$ cat config.mk
export PLATFORM = sky130hd
export DESIGN_NAME = nic_ctrl_core
export DESIGN_NICKNAME = d
export VERILOG_FILES = /design/src/rtl/nic_ctrl_pkg.sv /design/src/rtl/nic_bank_regs.sv /design/src/rtl/nic_isr_unit.sv /design/src/rtl/nic_ctrl_core.sv
export SDC_FILE = /design/constraint.sdc
export NUM_CORES = 1
export LEC_CHECK = 0
export BUFFER_PORTS_ARGS = -buffer_cell sky130_fd_sc_hd__buf_4
export CAP_MARGIN = 20
export CORE_MARGIN = 8
export CORE_UTILIZATION = 44
export DETAILED_ROUTE_END_ITERATION = 12
export PLACE_DENSITY_LB_ADDON = 0.1
export SLEW_MARGIN = 20
export SYNTH_ARGS = -nofsm -noshare
export SYNTH_HDL_FRONTEND = slang
export SYNTH_HIERARCHICAL = 1
export SYNTH_SLANG_ARGS = --single-unit
$ cat constraint.sdc
create_clock -name clk -period 6.6 [get_ports clk]
set_input_delay 0.66 -clock clk [delete_from_list [all_inputs] [get_ports clk]]
set_output_delay 0.66 -clock clk [all_outputs]
set_load 0.05 [all_outputs]
$ cat src/rtl/nic_ctrl_pkg.sv
`timescale 1ns/1ps
package nic_ctrl_pkg;
    localparam int DW   = 8;
    localparam int OFFW = 4;
    localparam int IDXW = OFFW + 2;

    // command bits
    localparam logic [DW-1:0] CMD_STOP  = 8'h01;
    localparam logic [DW-1:0] CMD_START = 8'h02;
    localparam logic [DW-1:0] CMD_XMIT  = 8'h04;

    // interrupt status bits
    localparam logic [DW-1:0] IST_TX    = 8'h02;
    localparam logic [DW-1:0] IST_RESET = 8'h80;

    localparam logic [DW-1:0] TXST_OK   = 8'h01;

    // register indices: {page, offset}
    localparam logic [IDXW-1:0] IX_TXPAGE = 6'h04;
    localparam logic [IDXW-1:0] IX_CNTLO  = 6'h05;
    localparam logic [IDXW-1:0] IX_CNTHI  = 6'h06;
    localparam logic [IDXW-1:0] IX_STATUS = 6'h07;
    localparam logic [IDXW-1:0] IX_MASK   = 6'h0F;
    localparam logic [IDXW-1:0] IX_TXPG_R = 6'h24;
    localparam logic [IDXW-1:0] IX_MASK_R = 6'h2F;

    typedef struct packed {
        logic [DW-1:0]   cmd;
        logic [DW-1:0]   mask;
        logic [DW-1:0]   txpage;
        logic [2*DW-1:0] txcnt;
        logic [DW-1:0]   txstat;
        logic            tx_go;
        logic [2*DW-1:0] tx_addr;
        logic [2*DW-1:0] tx_len;
    } core_s;

    function automatic logic [IDXW-1:0] make_index(input logic [1:0] page,
                                                   input logic [OFFW-1:0] off);
        return {page, off};
    endfunction
endpackage

$ cat src/rtl/nic_bank_regs.sv
`timescale 1ns/1ps
module nic_bank_regs #(
    parameter int NREG = 16,
    parameter int DW   = 8,
    localparam int IW  = $clog2(NREG)
) (
    input  logic          clk,
    input  logic          rst_n,
    input  logic          we,
    input  logic [IW-1:0] waddr,
    input  logic [DW-1:0] wdata,
    input  logic [IW-1:0] raddr,
    output logic [DW-1:0] rdata
);
    logic [NREG-1:0][DW-1:0] bytes_q;

    assign bytes_q[0] = '0;

    for (genvar i = 1; i < NREG; i++) begin : g_byte
        logic [DW-1:0] byte_d, byte_r;
        always_comb begin
            byte_d = byte_r;
            if (we && waddr == IW'(i))
                byte_d = wdata;
        end
        always_ff @(posedge clk or negedge rst_n) begin
            if (!rst_n) byte_r <= '0;
            else        byte_r <= byte_d;
        end
        assign bytes_q[i] = byte_r;
    end

    assign rdata = bytes_q[raddr];
endmodule

$ cat src/rtl/nic_isr_unit.sv
`timescale 1ns/1ps
module nic_isr_unit #(
    parameter int                 W         = 8,
    parameter logic [W-1:0]       RESET_VAL = 8'h80,
    parameter logic [W-1:0]       TX_BIT    = 8'h02
) (
    input  logic         clk,
    input  logic         rst_n,
    input  logic         soft_rst,
    input  logic         clr_we,
    input  logic [W-1:0] clr_bits,
    input  logic [W-1:0] set_bits,
    input  logic         tx_done,
    input  logic [W-1:0] mask,
    output logic [W-1:0] status,
    output logic         irq
);
    logic [W-1:0] status_d, status_q;

    always_comb begin
        status_d = status_q;
        if (clr_we)
            status_d = status_d & ~clr_bits;
        status_d = status_d | set_bits;
        if (tx_done)
            status_d = status_d | TX_BIT;
        if (soft_rst)
            status_d = RESET_VAL;
    end

    always_ff @(posedge clk or negedge rst_n) begin
        if (!rst_n) status_q <= RESET_VAL;
        else        status_q <= status_d;
    end

    assign status = status_q;
    assign irq    = |(status_q & mask);
endmodule

$ cat src/rtl/nic_ctrl_core.sv
`timescale 1ns/1ps
module nic_ctrl_core
    import nic_ctrl_pkg::*;
(
    input  logic            clk,
    input  logic            rst_n,
    input  logic            reg_wr,
    input  logic [3:0]      reg_addr,
    input  logic [7:0]      reg_wdata,
    output logic [7:0]      reg_rdata,
    input  logic            rst_port_rd,
    input  logic [7:0]      hw_set,
    output logic            irq,
    output logic            tx_start,
    output logic [15:0]     tx_addr,
    output logic [15:0]     tx_len
);
    localparam int NBANK = 1 << OFFW;

    core_s          st_d, st_q;
    logic [1:0]     page;
    logic [IDXW-1:0] idx;
    logic           cmd_hit, valid_page;
    logic           status_clr, bank_we, tx_now;
    logic [DW-1:0]  isr_q, bank_rdata;

    assign page       = st_q.cmd[DW-1 -: 2];
    assign idx        = make_index(page, reg_addr);
    assign cmd_hit    = (reg_addr == '0);
    assign valid_page = (page != 2'd3);
    assign status_clr = reg_wr && !cmd_hit && idx == IX_STATUS;
    assign bank_we    = reg_wr && !cmd_hit && page == 2'd1;
    assign tx_now     = reg_wr && cmd_hit &&
                        ((reg_wdata & (CMD_START | CMD_XMIT)) == (CMD_START | CMD_XMIT));

    always_comb begin
        st_d       = st_q;
        st_d.tx_go = 1'b0;
        if (reg_wr && cmd_hit) begin
            st_d.cmd = reg_wdata;
        end else if (reg_wr && valid_page) begin
            case (idx)
                IX_TXPAGE: st_d.txpage = reg_wdata;
                IX_CNTLO:  st_d.txcnt[DW-1:0]    = reg_wdata;
                IX_CNTHI:  st_d.txcnt[2*DW-1:DW] = reg_wdata;
                IX_MASK:   st_d.mask = reg_wdata;
                default:   ;
            endcase
        end
        if (tx_now) begin
            st_d.tx_go   = 1'b1;
            st_d.tx_addr = {st_q.txpage, {DW{1'b0}}};
            st_d.tx_len  = st_q.txcnt;
            st_d.txstat  = TXST_OK;
        end
        if (rst_port_rd)
            st_d.cmd = CMD_STOP;
    end

    always_ff @(posedge clk or negedge rst_n) begin
        if (!rst_n) begin
            st_q     <= '0;
            st_q.cmd <= CMD_STOP;
        end else begin
            st_q <= st_d;
        end
    end

    nic_isr_unit #(.W(DW), .RESET_VAL(IST_RESET), .TX_BIT(IST_TX)) u_isr (
        .clk      (clk),
        .rst_n    (rst_n),
        .soft_rst (rst_port_rd),
        .clr_we   (status_clr),
        .clr_bits (reg_wdata),
        .set_bits (hw_set),
        .tx_done  (tx_now),
        .mask     (st_q.mask),
        .status   (isr_q),
        .irq      (irq)
    );

    nic_bank_regs #(.NREG(NBANK), .DW(DW)) u_bank1 (
        .clk   (clk),
        .rst_n (rst_n),
        .we    (bank_we),
        .waddr (reg_addr),
        .wdata (reg_wdata),
        .raddr (reg_addr),
        .rdata (bank_rdata)
    );

    always_comb begin
        reg_rdata = '0;
        if (cmd_hit)
            reg_rdata = st_q.cmd;
        else if (page == 2'd1)
            reg_rdata = bank_rdata;
        else begin
            case (idx)
                IX_TXPAGE: reg_rdata = st_q.txstat;
                IX_STATUS: reg_rdata = isr_q;
                IX_TXPG_R: reg_rdata = st_q.txpage;
                IX_MASK_R: reg_rdata = st_q.mask;
                default:   reg_rdata = '0;
            endcase
        end
    end

    assign tx_start = st_q.tx_go;
    assign tx_addr  = st_q.tx_addr;
    assign tx_len   = st_q.tx_len;
endmodule

==> results of run 1 <==
## where the power goes
part           total (mW)  leakage [nW]  internal [mW]  switching, mW
Combinational       0.339          1.94          0.130          0.209
Sequential           1.32          2.62           1.27         0.0533
Clock               0.991         0.274          0.503          0.489
Total                2.65          4.84           1.90          0.751
## metal layers
metal	global-route usage	vias up
met1	0.216	2893
met4	0.0726	0
li1	-	2451
met3	0.0365	25
met2	0.291	132
met5	0	-
## kinds of logic after synthesis
kind of cell	Yosys count	share of synthesized area
AOI/OAI and AO/OA	81	0.0669
buffers and inverters	72	0.0487
DFF	194	0.531
muxes	225	0.291
other	1	0.000410
and+or+nand+nor	95	0.0613
## registers in the layout, indices dropped and copies added, names as in the netlist
name	count
tx_start	1
st_q	39
tx_addr	8
idx	2
tx_len	16
u_bank1/g_byte.byte_r	120
u_isr/status	8
## area by class of cell
| cell class | instances | share of cell area |
|---|---|---|
| flip-flops and latches | 194 | 0.481 |
| clock buffers | 17 | 0.0421 |
| inverters | 2 | 0.000743 |
| multi-input cells | 409 | 0.383 |
| repair buffers | 59 | 0.0449 |
| well taps | 270 | 0.0335 |
| clock inverters | 15 | 0.0150 |
## final timing paths
path,startpoint,to,slack [ns],depth (start not counted)
min in group clk,hw_set[7],u_isr/status[7],0.42,2
setup / recovery,reg_addr[0],reg_rdata[6],2.80,7
hold reg to reg,st_q[33],st_q[33],0.48,1
max in group asynchronous,rst_n,u_bank1/g_byte[13].byte_r[0],4.94,2
setup reg to reg,idx[5],u_bank1/g_byte[3].byte_r[5],3.47,5
hold / removal,rst_n,st_q[53],0.32,1
## cells in the final DEF, fill, tap and decap left out, types with 2 or more instances in the layout
cell type and instances:
conb_1 8, clkinvlp_4 3, or3_1 3, and2_1 3
o22ai_1 12, a22oi_1 5, a21oi_1 9, nor3_2 2
nor2_1 13, clkbuf_16 17, nor2b_1 4, mux4_2 8
nand2b_1 7, a31oi_1 7, nand2_1 22, buf_4 57
mux2_1 2, nand3b_2 2, inv_1 2, nand3b_1 4
and3_1 2, dfrtp_1 192, clkinv_8 2, o21ba_2 6
o21ai_0 5, dfstp_2 2, nand3_1 14, mux2_2 183
nor2_2 9, nand4_1 2, inv_8 5, a221oi_1 14
a221o_1 8, o221ai_1 4, a21boi_0 6, mux2i_1 16
mux2_4 16, clkinv_4 4
==> out/qor.yml, run 1 <==
drv_cap: 0
wl_met1_um: 9490
drtPass1Iterations: 4
yosysTopAreaCellShare: 0.526
routed_via_density: 5.69
holdWs_ns: 0.320
clockBufferDepth: 2
regArea_sq_um: 4860
port_buffers: 57
synth_ff_type: "dfrtp_1"
grt_usage: 0.174
cts_root_buf: "clkbuf_16"
grt.overflow.total: 0
synth_common_cells: "192 x dfrtp_1, 183 x mux2_2, 35 x buf_4"
cts.sinks: 194
max_stage_delay_ns: 0.65
cp_cell_sequence: "buf_4 -> mux4_2 -> o22ai_1 -> o22ai_1 -> a221oi_1 -> a31oi_1 -> buf_4"
fmax_mhz: 263
slew_viol_final: 0
hold_violations: 0
fin_ws_ns: 2.80
finClkSkew_ns: 0.00610
synth-edff-count: 0
yosys-top-cells-area: "dfrtp_1 53%, mux2_2 23%, buf_4 2.9%, mux2_4 2.6%, mux4_2 2.0%"
wl_met2_um: 11000
ir_drop_mv: 0.176
cts_buffers: 17
rsz0062_at_grt: "false"
grt_pass1_vias: 5993
nets: 707
met3_length_um: 989
num_antenna_cells: 0
clock_latency_ns: 0.43
antenna_found_initial: 0
post-place-ws_ns: 2.82
n_fill_cell: 1793
grt_pass1_wl_um: 34800
p_leak_nw: 4.84
rows: 52
final_cells: 966
totalWireLength_um: 21900
yosysSeqAreaShare: 0.531
crit_type: "input pin to output pin"
outcome: "finished, final reports clean"
slew_headroom: 0.401
dp.cells: 934
top_layer_used: "met4"
syn_area_sq_um: 9140
yosysTopAreaCell: "dfrtp_1"
utilization: 0.497
placed_area_sq_um: 9520
cpMaxStageDelayCell: "buf_4"
core_area_sq_um: 20300
gp_congestion: 0.904
drive_above_1_share: 0.467
power.total_mw: 2.65
grt_max_degree: 109
syn_inst: 668
synth_seq_cells: 194
detail-route-antenna-nets: 0
fin_crit_ns: 3.80
clkSlewWorstSetupHoldPaths_ns: 0.07
ioPinCount: 66
start_kind: "input pin"
areaGrowthSynthToFinish_pct: 10.5
finalInstanceArea_sq_um: 10100
postSynthAreaPerCell_sq_um: 13.7
crit_family: "compound AO/OA/AOI/OAI gates"
drc: 0
post_drt_wl_per_cell_um: 22.7
post_cts_resized: 0
post-route-period-util: 0.576
finalSetupTns_ns: 0
power.density_nw_per_um2: 262
vias: 5501
die_area_sq_um: 25600
yosysMostFrequentCell: "dfrtp_1"
required_ns: 5.94
crit_arrival_ns: 3.14
die_height_um: 160
htreeDepth: 4
setup_viol: 0
holdCritPathClass: "input pin to asynchronous set/reset pin"
cts_tree: "done"
tightest_slew_ns: 0.899
yosysWarnings: 6
drtIter0Drc: 291
cp_max_fo: 63
dieWidth_um: 160
cts_hold_buf: 0
end_kind: "output pin"
postCtsSetupBuffers: 0
dpl.hpwl_um: 14200
multi_input_area_sq_um: 3870
synth_cell_type_count: 50
initial_core_util: 0.450
synthArstFlopShare: 1.00
crit_buf_inv: 2
Power figures use the tool's default switching activity.
==> run 2: changes to the inputs <==
Clock period 6.6 ns to 3.2 ns, I/O delays scaled along.
==> out/qor.yml, run 2 (synthesis gave the netlist of run 1 again) <==
clock_latency_ns: 0.43  # about the same
ir_drop_mv: 0.336  # was 0.176 mV
tightest_slew_ns: 0.713  # was 0.899 ns
initial_core_util: 0.450  # unchanged
top_layer_used: "met4"  # unchanged
hold_violations: 0  # unchanged
power.total_mw: 5.47  # was 2.65 mW
clkSlewWorstSetupHoldPaths_ns: 0.07  # about the same
setup_viol: 0  # unchanged
drive_above_1_share: 0.474  # was 0.467
rsz0062_at_grt: "false"  # unchanged
max_stage_delay_ns: 0.53  # was 0.65 ns
largest_register_ffs: 120  # unchanged
post_drt_wl_per_cell_um: 22.6  # was 22.7 um
grt_pass1_vias: 6000  # was 5993
port_buffers: 57  # unchanged
cp_cell_sequence: "buf_4 -> buf_4 -> mux2i_1 -> a221o_1 -> o22ai_1 -> a22oi_1 -> o211ai_1 -> buf_4"  # was buf_4 -> mux4_2 -> o22ai_1 -> o22ai_1 -> a221oi_1 -> a31oi_1 -> buf_4
cts_root_buf: "clkbuf_16"  # unchanged
drc: 0  # unchanged
power.density_nw_per_um2: 536  # was 262 nW/um^2
grt.overflow.total: 0  # unchanged
fmax_mhz: 344
finClkSkew_ns: 0.0101  # was 0.00610 ns
fin_ws_ns: 0.297  # was 2.80 ns
post-place-ws_ns: 0.238  # was 2.82 ns
whs_path_depth: 2
finalSetupTns_ns: 0  # unchanged
vias: 5593  # was 5501
slew_viol_final: 0  # unchanged
grt_max_degree: 89  # was 109
slew_headroom: 0.525  # was 0.401
drtPass1Iterations: 4  # unchanged
gp_congestion: 0.863  # was 0.904
htreeDepth: 4  # unchanged
cts_tree: "done"  # unchanged
ioPinCount: 66  # unchanged
routed_via_density: 5.72  # was 5.69
areaGrowthSynthToFinish_pct: 11.6  # was 10.5%
drv_cap: 0  # unchanged
grt_pass1_wl_um: 35200  # was 34800 um
outcome: "finished, final reports clean"  # unchanged
holdCritPathClass: "input pin to register"  # was input pin to asynchronous set/reset pin
wl_met2_um: 11100  # was 11000 um
clockBufferDepth: 2  # unchanged
grt_usage: 0.175  # was 0.174
layout_common_cells: "192 x dfrtp_1, 183 x mux2_2, 66 x buf_4"  # was 192 x dfrtp_1, 183 x mux2_2, 57 x buf_4
rows: 52  # unchanged
start_kind: "input pin"  # unchanged
post-route-period-util: 0.907
crit_type: "input pin to output pin"  # unchanged
detail-route-antenna-nets: 0  # unchanged
startpoint: "reg_addr[0]"  # unchanged
end_kind: "output pin"  # unchanged
p_leak_nw: 4.89  # was 4.84 nW
layout_commonest_cell: "dfrtp_1"  # unchanged
drtIter0Drc: 299  # was 291
cts_buffers: 17  # unchanged
totalWireLength_um: 22100  # was 21900 um
r2r_start: "idx[4]"  # was idx[5]
hold_start: "hw_set[7]"
cts.sinks: 194  # unchanged
placed_area_sq_um: 9620  # was 9520 sq um
die_area_sq_um: 25600  # unchanged
dieWidth_um: 160  # unchanged
required_ns: 2.88  # was 5.94 ns
regMostFlops: "u_bank1/g_byte.byte_r"  # unchanged
antenna_found_initial: 0  # unchanged
cp_max_fo: 45  # was 63
fin_crit_ns: 2.90
met3_length_um: 840  # was 989 um
crit_arrival_ns: 2.58  # was 3.14 ns
dpl.hpwl_um: 14500  # was 14200 um
num_antenna_cells: 0  # unchanged
core_area_sq_um: 20300  # unchanged
wl_met1_um: 9860  # was 9490 um
n_fill_cell: 1757  # was 1793
cpMaxStageDelayCell: "buf_4"  # unchanged
nets: 718  # was 707
cpMostUsedCell: "buf_4"
finalInstanceArea_sq_um: 10200  # was 10100 sq um
die_height_um: 160  # unchanged
r2r_cells: 6  # was 5
run 2: changes by cell type in the layout (fill, tap and decap cells not counted), sizes merged:
| cell | change |
|---|---|
| inv | +1 |
| buf | +10 |
| clkinvlp | +1 |
| clkinv | -2 |
| dlygate4sd3 | +1 |
run 2: per-stage QoR:
stage	hold WS, ns	util	std cells
global placement	0.421	0.474	944
detailed placement	0.431	0.474	944
CTS	0.0630	0.502	977
floorplan	0.0244	-	675
global route	0.0693	0.502	977
finish	0.0780	0.502	977
run 2: worst paths after layout:
path                                                     to  slack [ns]
worst max-delay path                           reg_rdata[7]        0.30
worst min-delay path                        u_isr/status[7]        0.08
worst max register to register  u_bank1/g_byte[8].byte_r[3]        0.73
worst min register to register                     st_q[33]        0.48
max in group asynchronous       u_bank1/g_byte[1].byte_r[1]        1.89
min in group asynchronous                        tx_len[12]        0.53
run 2: layout make-up:
cell class | count | area, sq um | share of cell area
inverters | 2 | 7.51 | 0.000736
clock inverters | 15 | 146 | 0.0144
flip-flops and latches | 194 | 4860 | 0.476
repair buffers | 70 | 559 | 0.0548
clock buffers | 17 | 425 | 0.0417
multi-input cells | 409 | 3870 | 0.379
well taps | 270 | 338 | 0.0331
run 2: routing by layer:
metal	track usage	up-vias
li1	-	2460
met1	0.229	2964
met2	0.291	147
met3	0.0350	22
met4	0.0501	0
met5	0	-
run 2: timing repair:
action                    in CTS  in global routing
hold endpoints to repair      83                  0
setup buffers                  0                  0
resized for setup              0                  0
hold buffers                   1                  0
run 2: power breakdown:
part           switching, mW  internal, mW  total (mW)
Combinational          0.436         0.278       0.713
Clock                   1.00          1.03        2.04
Sequential             0.110          2.61        2.72
Total                   1.55          3.92        5.47
run 2: worst max-delay path: cells and delay by family:
family                 cells  cell delay, ns
buffers and inverters      3            1.10
AO/OA/AOI/OAI              4            1.04
multiplexers               1            0.10
